## src/rtl/dmasch_pkg.sv

```systemverilog
package dmasch_pkg;

  typedef enum logic [1:0] {
    BW_QUARTER    = 2'b00,
    BW_HALF       = 2'b01,
    BW_TWO_THIRDS = 2'b10,
    BW_FULL       = 2'b11
  } bw_e;

  localparam int BYTE_BEATS = 2;
  localparam int WORD_BEATS = 4;
  localparam int BEATW      = $clog2(WORD_BEATS);
  localparam int SLOTW      = 2;

  // index of the final slot in the repeating pattern
  function automatic logic [SLOTW-1:0] slot_final(bw_e b);
    case (b)
      BW_QUARTER:    slot_final = 2'd3;
      BW_HALF:       slot_final = 2'd1;
      BW_TWO_THIRDS: slot_final = 2'd2;
      default:       slot_final = 2'd0;
    endcase
  endfunction

  // does this slot belong to the DMA
  function automatic logic slot_for_dma(bw_e b, logic [SLOTW-1:0] s);
    case (b)
      BW_QUARTER:    slot_for_dma = (s == 2'd0);
      BW_HALF:       slot_for_dma = (s == 2'd0);
      BW_TWO_THIRDS: slot_for_dma = (s < 2'd2);
      default:       slot_for_dma = 1'b1;
    endcase
  endfunction

endpackage

```

## src/rtl/dmasch_req_router.sv

```systemverilog
module dmasch_req_router #(
  parameter int NCH  = 3,
  parameter int NSRC = 8,
  localparam int SELW = $clog2(NSRC)
) (
  input  logic                clk,
  input  logic                rst_n,
  input  logic [NSRC-1:0]     periph_req,
  input  logic [NSRC-1:0]     sw_force,
  input  logic [NCH-1:0]      chan_en,
  input  logic [NCH*SELW-1:0] chan_sel,
  input  logic [NCH-1:0]      done_vec,
  output logic [NCH-1:0]      pend_q
);

  logic [NSRC-1:0] src_all;
  logic [NCH-1:0]  hit;
  logic [NCH-1:0]  pend_d;

  assign src_all = periph_req | sw_force;

  for (genvar c = 0; c < NCH; c++) begin : g_chan
    always_comb begin
      hit[c]    = chan_en[c] & src_all[chan_sel[c*SELW +: SELW]];
      pend_d[c] = hit[c] | (pend_q[c] & chan_en[c] & ~done_vec[c]);
    end

    // a disabled channel keeps no pending request
    a_r11_disable_drops: assert property (@(posedge clk) disable iff (!rst_n)
      !chan_en[c] |=> !pend_q[c]);
  end

  always_ff @(posedge clk or negedge rst_n) begin
    if (!rst_n) pend_q <= '0;
    else        pend_q <= pend_d;
  end

endmodule

```

## src/rtl/dmasch_picker.sv

```systemverilog
module dmasch_picker #(
  parameter int NCH = 3,
  localparam int CHW = (NCH > 1) ? $clog2(NCH) : 1
) (
  input  logic           clk,
  input  logic           rst_n,
  input  logic [NCH-1:0] pend,
  output logic [NCH-1:0] pick_oh,
  output logic [CHW-1:0] pick_idx,
  output logic           pick_any
);

  logic [NCH:0] seen;
  assign seen[0] = 1'b0;

  for (genvar i = 0; i < NCH; i++) begin : g_prio
    assign pick_oh[i]  = pend[i] & ~seen[i];
    assign seen[i+1]   = seen[i] | pend[i];
  end

  assign pick_any = seen[NCH];

  always_comb begin
    pick_idx = '0;
    for (int i = 0; i < NCH; i++) begin
      if (pick_oh[i]) pick_idx = CHW'(i);
    end
  end

  // at most one winner, and it is the lowest pending channel
  a_r4_onehot: assert property (@(posedge clk) disable iff (!rst_n)
    $onehot0(pick_oh));
  a_r4_lowest_wins: assert property (@(posedge clk) disable iff (!rst_n)
    pend[0] |-> (pick_oh == NCH'(1)));

endmodule

```

## src/rtl/dmasch_pacer.sv

```systemverilog
module dmasch_pacer
  import dmasch_pkg::*;
#(
  parameter int NCH = 3,
  localparam int CHW = (NCH > 1) ? $clog2(NCH) : 1
) (
  input  logic           clk,
  input  logic           rst_n,
  input  logic           start,
  input  logic [CHW-1:0] start_chan,
  input  logic           start_word,
  input  logic [1:0]     bw,
  input  logic           susp,
  output logic           active,
  output logic           grant,
  output logic           write,
  output logic           last,
  output logic [CHW-1:0] chan
);

  logic             active_q, active_d;
  logic [CHW-1:0]   chan_q, chan_d;
  logic [BEATW-1:0] beat_q, beat_d;
  logic [BEATW-1:0] fin_q, fin_d;
  logic [SLOTW-1:0] slot_q, slot_d;
  bw_e              bw_v;

  assign bw_v   = bw_e'(bw);
  assign active = active_q;
  assign chan   = chan_q;
  assign grant  = active_q & ~susp & slot_for_dma(bw_v, slot_q);
  assign write  = beat_q[0];
  assign last   = grant & (beat_q == fin_q);

  always_comb begin
    active_d = active_q;
    chan_d   = chan_q;
    beat_d   = beat_q;
    fin_d    = fin_q;
    slot_d   = slot_q;
    if (active_q) begin
      if (!susp) begin
        slot_d = (slot_q >= slot_final(bw_v)) ? '0 : slot_q + 1'b1;
        if (grant) beat_d = beat_q + 1'b1;
        if (last)  active_d = 1'b0;
      end
    end else if (start) begin
      active_d = 1'b1;
      chan_d   = start_chan;
      beat_d   = '0;
      slot_d   = '0;
      fin_d    = start_word ? BEATW'(WORD_BEATS - 1) : BEATW'(BYTE_BEATS - 1);
    end
  end

  always_ff @(posedge clk or negedge rst_n) begin
    if (!rst_n) begin
      active_q <= 1'b0;
      chan_q   <= '0;
      beat_q   <= '0;
      fin_q    <= '0;
      slot_q   <= '0;
    end else begin
      active_q <= active_d;
      chan_q   <= chan_d;
      beat_q   <= beat_d;
      fin_q    <= fin_d;
      slot_q   <= slot_d;
    end
  end

  // suspension freezes the transfer position and slot pattern
  a_r9_hold: assert property (@(posedge clk) disable iff (!rst_n)
    (active_q && susp) |=> ($stable(beat_q) && $stable(slot_q)));

  // at quarter bandwidth a DMA cycle is never followed by another
  a_r6_quarter_gap: assert property (@(posedge clk) disable iff (!rst_n)
    (bw_v == BW_QUARTER && grant) |=> (!grant || bw_v != BW_QUARTER));

endmodule

```

## src/rtl/dma_bw_sched.sv

```systemverilog
module dma_bw_sched #(
  parameter int NCH  = 3,
  parameter int NSRC = 8,
  localparam int SELW = $clog2(NSRC),
  localparam int CHW  = (NCH > 1) ? $clog2(NCH) : 1
) (
  input  logic                clk,
  input  logic                rst_n,
  input  logic [NSRC-1:0]     periph_req,
  input  logic [NSRC-1:0]     sw_force,
  input  logic [NCH-1:0]      chan_en,
  input  logic [NCH*SELW-1:0] chan_sel,
  input  logic [NCH-1:0]      chan_word,
  input  logic [1:0]          bw_sel,
  input  logic                cpu_wait,
  input  logic                wait_run_en,
  output logic                bus_dma,
  output logic                bus_cpu,
  output logic [CHW-1:0]      xfer_chan,
  output logic                xfer_write,
  output logic                xfer_done
);

  logic [NCH-1:0] pend_q;
  logic [NCH-1:0] done_vec;
  logic [NCH-1:0] pick_oh;
  logic [CHW-1:0] pick_idx;
  logic           pick_any;
  logic           susp;
  logic           active;
  logic           start;
  logic           grant;
  logic           last;
  logic [CHW-1:0] chan;

  assign susp  = cpu_wait & ~wait_run_en;
  assign start = ~active & pick_any & ~susp;

  always_comb begin
    done_vec = '0;
    if (last) done_vec[chan] = 1'b1;
  end

  dmasch_req_router #(.NCH(NCH), .NSRC(NSRC)) u_router (
    .clk        (clk),
    .rst_n      (rst_n),
    .periph_req (periph_req),
    .sw_force   (sw_force),
    .chan_en    (chan_en),
    .chan_sel   (chan_sel),
    .done_vec   (done_vec),
    .pend_q     (pend_q)
  );

  dmasch_picker #(.NCH(NCH)) u_picker (
    .clk      (clk),
    .rst_n    (rst_n),
    .pend     (pend_q),
    .pick_oh  (pick_oh),
    .pick_idx (pick_idx),
    .pick_any (pick_any)
  );

  dmasch_pacer #(.NCH(NCH)) u_pacer (
    .clk        (clk),
    .rst_n      (rst_n),
    .start      (start),
    .start_chan (pick_idx),
    .start_word (chan_word[pick_idx]),
    .bw         (bw_sel),
    .susp       (susp),
    .active     (active),
    .grant      (grant),
    .write      (xfer_write),
    .last       (last),
    .chan       (chan)
  );

  assign bus_dma   = grant;
  assign bus_cpu   = ~grant;
  assign xfer_chan = chan;
  assign xfer_done = last;

  // the cycle after a done pulse belongs to the processor
  a_r10_gap_after_done: assert property (@(posedge clk) disable iff (!rst_n)
    xfer_done |=> !bus_dma);

  // a started transfer belongs to a channel that was pending
  a_r2_start_pending: assert property (@(posedge clk) disable iff (!rst_n)
    start |-> pend_q[pick_idx]);

endmodule

```

## config.mk

```make
export PLATFORM = sky130hd
export DESIGN_NAME = dma_bw_sched
export DESIGN_NICKNAME = d
export VERILOG_FILES = /design/src/rtl/dmasch_pkg.sv /design/src/rtl/dmasch_req_router.sv /design/src/rtl/dmasch_picker.sv /design/src/rtl/dmasch_pacer.sv /design/src/rtl/dma_bw_sched.sv
export SDC_FILE = /design/constraint.sdc
export NUM_CORES = 1
export LEC_CHECK = 0
export CORE_MARGIN = 8
export CORE_UTILIZATION = 36
export CTS_BUF_LIST = sky130_fd_sc_hd__clkbuf_16
export CTS_CLUSTER_DIAMETER = 120
export DETAILED_ROUTE_END_ITERATION = 8
export PLACE_DENSITY_LB_ADDON = 0.2
export SYNTH_ARGS = -nofsm -noshare
export SYNTH_HDL_FRONTEND = slang
export SYNTH_SLANG_ARGS = --single-unit
```

## constraint.sdc

```tcl
create_clock -name clk -period 1.4 [get_ports clk]
set_input_delay 0.21 -clock clk [delete_from_list [all_inputs] [get_ports clk]]
set_output_delay 0.21 -clock clk [all_outputs]
set_load 0.01 [all_outputs]
```

Yosys cells after proc, flatten, opt, wreduce, memory -nomap -nowiden
Index checks and enable logic that the tools add are counted.
{"block": "totals", "ff_bits": 12, "in_bits": 37, "output_inout_bits": 6, "elab_cells": 90}
{"block": "classes", "add_sub_neg": 2, "n_lt_le_gt_ge": 8, "n_eq_ne": 5, "muxes": 29, "bitwise_logic": 32, "n_reduce_logical": 8}
{"cell": "$mux W2", "n": 11}
{"cell": "$and A1 B1 Y1", "n": 17}
{"cell": "$lt A3 B4 Y1 const B", "n": 3}
{"cell": "$mux W1", "n": 10}
{"cell": "$bmux W1 S3", "n": 3}
{"cell": "$not A1 Y1", "n": 9}
{"cell": "$or A8 B8 Y8", "n": 1}
{"cell": "$lt A2 B3 Y1 const B", "n": 2}
{"cell": "$pmux W2 S3", "n": 1}
{"cell": "$or A1 B1 Y1", "n": 5}
{"cell": "$add A2 B1 Y2 const B", "n": 2}
{"cell": "$logic_not A2 Y1", "n": 2}
{"cell": "$ne A2 B2 Y1 const B", "n": 2}
{"cell": "$reduce_and A2 Y1", "n": 2}
{"cell": "$mux W3", "n": 1}
{"cell": "$reduce_and A3 Y1", "n": 1}
{"cell": "$bmux W1 S2", "n": 1}
{"cell": "$demux W1 S2", "n": 1}
{"cell": "$eq A2 B1 Y1 const B", "n": 1}
{"cell": "$eq A2 B2 Y1", "n": 1}
{"cell": "$eq A2 B2 Y1 const B", "n": 1}
{"cell": "$ge A2 B1 Y1 const B", "n": 1}
{"cell": "$ge A2 B2 Y1", "n": 1}
{"cell": "$lt A2 B2 Y1 const B", "n": 1}
{"cell": "other kinds (4)", "n": 4}

Depth between registers and ports, before layout
{"block": "depth", "depth_word": 10, "depth_mapped": 6, "ltp_nobuf": 6}

Cells and area by module
A second synthesis with hierarchy kept.
{"block": "unflattened", "cells_unflattened": 95, "hier_area_um2": 950.9}
{"mod": "dmasch_pacer", "instances": 1, "cells_per_inst": 53, "area_per_inst_um2": 504.2, "seq_area_each_um2": 225.2}
{"mod": "dmasch_req_router", "instances": 1, "cells_per_inst": 27, "area_per_inst_um2": 331.6, "seq_area_each_um2": 75.1}
{"mod": "dma_bw_sched", "instances": 1, "cells_per_inst": 9, "area_per_inst_um2": 70.1, "seq_area_each_um2": 0.0}
{"mod": "dmasch_picker", "instances": 1, "cells_per_inst": 6, "area_per_inst_um2": 45.0, "seq_area_each_um2": 0.0}

Worst setup path before layout
No wires, ideal clock.
{"block": "synth_path", "path_type": "register -> register", "startpoint": "register u_pacer.slot_q[0]", "endpoint": "register u_router.pend_q[2]", "setup_time_ns": 0.136, "t_arrival_ns": 1.293, "required_ns": 1.264, "path_slack_ns": -0.030, "stages_incl_launch_ff": 7, "path_buffers": 0, "synth_period_minus_slack_ns": 1.430, "path_cell_list": "dfrtp_1 > inv_1 > ha_1 > o2111a_1 > inv_2 > o311ai_1 > nand3_1"}
{"block": "synth_between", "elab_chain_len": 8, "elab_cells_between_ends": 9, "cone_classes": "1 x order compare; 2 x mux; 5 x bitwise; 1 x reduce/logical"}
{"item": "start, declared", "line_no": "dmasch_pacer.sv:25", "text": "logic [SLOTW-1:0] slot_q, slot_d;"}
{"item": "start signal, assigned", "line_no": "dmasch_pacer.sv:68", "text": "slot_q <= slot_d;"}
{"item": "$lt A2 B2 Y1 or $logic_not A2 Y1 (tied branches)", "line_no": "dmasch_pkg.sv:30, dmasch_pkg.sv:28, dmasch_pkg.sv:29"}
{"item": "$pmux W1 S2 *", "line_no": "dmasch_pkg.sv:27", "text": "case (b)"}
{"item": "$and A1 B1 Y1 *", "line_no": "dmasch_pacer.sv:31", "text": "assign grant = active_q & ~susp & slot_for_dma(bw_v, slot_q);"}
{"item": "via bus_dma", "line_no": "dma_bw_sched.sv:17", "text": "output logic bus_dma,"}
{"item": "$and A1 B1 Y1 *", "line_no": "dmasch_pacer.sv:33", "text": "assign last = grant & (beat_q == fin_q);"}
{"item": "$mux W3 *", "line_no": "dma_bw_sched.sv:41", "text": "if (last) done_vec[chan] = 1'b1;"}
{"item": "$not A1 Y1 *", "line_no": "dmasch_req_router.sv:25", "text": "pend_d[c] = hit[c] | (pend_q[c] & chan_en[c] & ~done_vec[c]);"}
{"item": "$and A1 B1 Y1 *", "line_no": "dmasch_req_router.sv:25"}
{"item": "$or A1 B1 Y1 *", "line_no": "dmasch_req_router.sv:25"}
{"item": "via u_router.pend_d[2]", "line_no": "dmasch_req_router.sv:18", "text": "logic [NCH-1:0] pend_d;"}
{"item": "end signal, assigned", "line_no": "dmasch_req_router.sv:35", "text": "else pend_q <= pend_d;"}
{"item": "end, declared", "line_no": "dmasch_req_router.sv:13", "text": "output logic [NCH-1:0] pend_q"}
Mark *: on every way through the listed nets, which the timed path passes. The rest lies on a longest branch.
A chain may end at the register's enable or synchronous reset.

Worst setup path in the final report
{"block": "layout_path", "startpoint": "register u_pacer.slot_q[1]", "endpoint": "output port bus_cpu"}
{"block": "layout_between", "elab_chain_len": 4, "elab_cells_between_ends": 5, "cone_classes": "1 x order compare; 1 x mux; 2 x bitwise; 1 x reduce/logical"}
{"item": "$lt A2 B2 Y1 or $logic_not A2 Y1 (tied branches)", "line_no": "dmasch_pkg.sv:30, dmasch_pkg.sv:28, dmasch_pkg.sv:29"}
{"item": "$pmux W1 S2 *", "line_no": "dmasch_pkg.sv:27"}
{"item": "$and A1 B1 Y1 *", "line_no": "dmasch_pacer.sv:31"}
{"item": "$not A1 Y1 *", "line_no": "dma_bw_sched.sv:80", "text": "assign bus_cpu = ~grant;"}
{"item": "end, declared", "line_no": "dma_bw_sched.sv:18", "text": "output logic bus_cpu,"}
Every way passes the cells marked *; elsewhere a longest branch is shown, timed or not.

==> impl_metrics.sql <==
INSERT INTO impl_metrics (metric_group, metric, value, unit) VALUES
('routing', 'drt-wirelength-per-cell', '14.4', 'um'),
('yosys', 'synthFlopType', 'sky130_fd_sc_hd__dfrtp_1', ''),
('sta', 'max_freq', '0.627', 'GHz'),
('critical_path', 'critPathKind', 'flop to output pin', ''),
('sta', 'finalCritPeriodShare', '114', '%'),
('floorplan', 'width_of_the_chip', '66.0', 'um'),
('critical_path', 'worst-path-max-fanout', '5', ''),
('critical_path', 'regToRegStartpoint', 'u_pacer.slot_q[1]$_DFFE_PN0P_', ''),
('cells_and_area', 'filler_cell_count', '185', ''),
('power', 'leakage_power_figure', '0.723', 'nW'),
('grt', 'grt_pass1_vias', '1169', ''),
('critical_path', 'critPathCaptureType', 'output pin', ''),
('sta', 'unrepaired_setup_endpoints_after_global_routing', 'true', ''),
('critical_path', 'worst-r2r-cell-count', '7', ''),
('yosys', 'synth_seq_area_share', '33.3', '%'),
('routing', 'route.final.wire_length', '3070', 'um'),
('placement', 'place_hpwl', '2500', 'um'),
('routing', 'vias_per_cell', '5.37', ''),
('sta', 'timing_worst_slew_pin_value', '0.338', 'ns'),
('yosys', 'synthesis.nets', '146', ''),
('routing', 'drtAntennaViolNets', '0', ''),
('routing', 'drt_first_pass_iters', '4', ''),
('cells_and_area', 'finalNetCount', '224', ''),
('critical_path', 'timing.critical_path.cells', 'buf_4 > nand3b_1 > o2111a_2 > inv_2 > buf_6 > buf_6', ''),
('placement', 'dpl-instance-area', '1570', 'um2'),
('sta', 'final-setup-viol-count', '8', ''),
('sta', 'hold_viol', '0', ''),
('floorplan', 'io_pins', '43', ''),
('sta', 'timing.slew.headroom', '77.3', '%'),
('yosys', 'post-synth-top-area-cell', 'sky130_fd_sc_hd__dfrtp_1', ''),
('clocking', 'htree_levels', '1', ''),
('yosys', 'post_synth_instance_area', '901', 'um2'),
('yosys', 'synthTopCellsByArea', 'sky130_fd_sc_hd__dfrtp_1 (33%), sky130_fd_sc_hd__nand3b_1 (5.8%), sky130_fd_sc_hd__ha_1 (4.2%)', ''),
('status', 'violated_checks', 'negative setup slack', ''),
('clocking', 'cts_made_buffers', '3', ''),
('sta', 'postLayoutSetupSlackWorst', '-0.196', 'ns'),
('clocking', 'cts_hold_buf', '0', ''),
('critical_path', 'critical_path_arrival', '1.39', 'ns'),
('critical_path', 'timing.critical_path.buf_inv', '4', ''),
('clocking', 'clk_transition_reported_paths', '0.04', 'ns'),
('critical_path', 'worst_setup_path_start_kind', 'flop', ''),
('cells_and_area', 'num_antenna_cells', '0', ''),
('clocking', 'cts_root_buf', 'sky130_fd_sc_hd__clkbuf_16', ''),
('critical_path', 'crit_path_frequent_cell', 'sky130_fd_sc_hd__buf_6', ''),
('floorplan', 'die_height', '66.0', 'um'),
('clocking', 'tritoncts', 'built', ''),
('routing', 'dr_total_vias', '1143', ''),
('critical_path', 'reg2reg_setup_slack', '-0.18', 'ns'),
('floorplan', 'core.rowCount', '18', ''),
('critical_path', 'crit-reg2reg-capture', 'u_router.pend_q[2]$_DFF_PN0_', ''),
('flow_run', 'maxCapViolCount', '0', ''),
('yosys', 'synth.yosys.warnings', '0', ''),
('sta', 'fin_hold_ws', '0.274', 'ns'),
('floorplan', 'floorplan.core_area', '2430', 'um2'),
('power', 'max-vdd-ir-drop', '0.964', 'mV'),
('placement', 'dpl.cell_count', '205', ''),
('grt', 'grt_antenna_before_repair', '0', ''),
('routing', 'number_of_remaining_drc_errors', '0', ''),
('clocking', 'cts.path.max_buffers', '2', ''),
('cells_and_area', 'final_cells', '213', ''),
('cells_and_area', 'utilization', '71.7', '%'),
('status', 'outcome', 'complete, but fails checks', ''),
('min_path', 'worst_hold_path_type', 'input port to asynchronous set/reset pin', ''),
('cells_and_area', 'syn_to_final_growth', '93.6', '%'),
('yosys', 'synth_top_cells_by_count', 'sky130_fd_sc_hd__dfrtp_1 (12), sky130_fd_sc_hd__nand2_1 (9), sky130_fd_sc_hd__nor2_1 (8)', ''),
('floorplan', 'die_area', '4360', 'um2'),
('grt', 'grt_use_total', '14.3', '%'),
('critical_path', 'critical-path-top-delay-family', 'buffers and inverters', ''),
('cells_and_area', 'fraction_of_layout_instances_using_a_drive_strength_above_1', '31.1', '%'),
('yosys', 'avgSynthCellArea', '8.50', 'um2'),
('grt', 'global_route.overflow_total', '0', '');
[placed cells by master, fill, tap and decap left out, drive strengths merged]
| master | n |
|---|---|
| o21bai | 1 |
| nand3b | 7 |
| a21oi | 5 |
| xnor2 | 2 |
| nand2 | 9 |
| nand3 | 4 |
| o221ai | 1 |
| dlygate4sd2 | 3 |
| nor3b | 1 |
| a311oi | 4 |
| nor2 | 9 |
| clkbuf | 3 |
| nor4 | 6 |
| or2 | 1 |
| nor3 | 5 |
| o21ai | 4 |
| nand4 | 2 |
| o211ai | 1 |
| nand2b | 2 |
| inv | 6 |
| clkdlybuf4s50 | 36 |
| buf | 37 |
| o311ai | 1 |
| dfrtp | 12 |
| o2111a | 1 |
| o22ai | 3 |
| ha | 3 |
| or4b | 1 |
| nand4b | 2 |
| nor4b | 4 |
| or3b | 1 |
| mux4 | 1 |
| nor2b | 3 |
| clkinv | 1 |
| a21o | 1 |
[flip-flops by register name, summed over array words and instances (netlist names)]
signal and flops:
u_router.pend_q 3, u_pacer.beat_q 2, u_pacer.chan 2, u_pacer.fin_q 2, u_pacer.slot_q 2, u_pacer.active 1
[worst reg2reg max path, delay by kind of cell (launching register included)]
family,cells,cell delay (ns)
DFF,1,0.40
buffers and inverters,3,0.34
and+or+nand+nor,2,0.19
AOI/OAI and AO/OA,2,0.52
[cell families (layout without fill, tap and decap cells)]
family / Yosys count / count (layout) / share of synthesized area, %
adder cells (fa/ha/maj): 3 / 3 / 4.17
XOR/XNOR: 2 / 2 / 1.94
AO/OA/AOI/OAI: 22 / 22 / 16.7
multiplexers: 1 / 1 / 2.50
flip-flops: 12 / 12 / 33.3
AND/OR/NAND/NOR: 57 / 57 / 37.6
buffers and inverters: 9 / 86 / 3.75
[per-layer routing]
metal	vias to the layer above	share of wire (%)	track usage, %
li1	563	-	-
met1	533	39	14.4
met2	43	51	25.5
met3	4	7.9	5.25
met4	0	1.8	6.67
met5	-	0	0
[worst max-delay path by stage]
stage,startpoint,end,depth (start not counted)
global placement,wait_run_en,xfer_done,6
detailed placement,wait_run_en,xfer_done,6
floorplan,u_pacer.slot_q[0]$_DFFE_PN0P_,u_router.pend_q[2]$_DFF_PN0_,6
finish,u_pacer.slot_q[1]$_DFFE_PN0P_,bus_cpu,6
CTS,u_pacer.slot_q[1]$_DFFE_PN0P_,bus_cpu,6
global route,u_pacer.slot_q[1]$_DFFE_PN0P_,xfer_done,6
[metrics by stage]
stage	setup slack [ns]	power [mW]
floorplan	0.0201	1.08
global placement	-0.539	1.72
detailed placement	-0.572	1.76
CTS	-0.171	2.37
global route	-0.234	2.66
finish	-0.196	2.51
[final cells by class]
class                      count  area, um2  area share [%]
inverter                       6       22.5            1.29
clock inverter                 1       3.75           0.215
multi-input combinational     85        628            36.0
tap                           30       37.5            2.15
timing repair buffer          76        677            38.8
clock buffer                   3       75.1            4.30
sequential                    12        300            17.2
[where the power goes]
group	internal (mW)	total [mW]	switching, mW
Combinational	0.793	1.42	0.623
Sequential	0.471	0.573	0.101
Clock	0.376	0.521	0.146
Total	1.64	2.51	0.870
[what timing repair did]
item / in CTS / in global routing
endpoints found under the setup margin: 10 / 10
setup buffers: 3 / 2
endpoints found under the hold margin: 0 / 0
pin swaps: 6 / 7
resized for setup: 23 / 9
gates cloned: 0 / 0
Note: power is estimated with default switching activity, not from simulation.
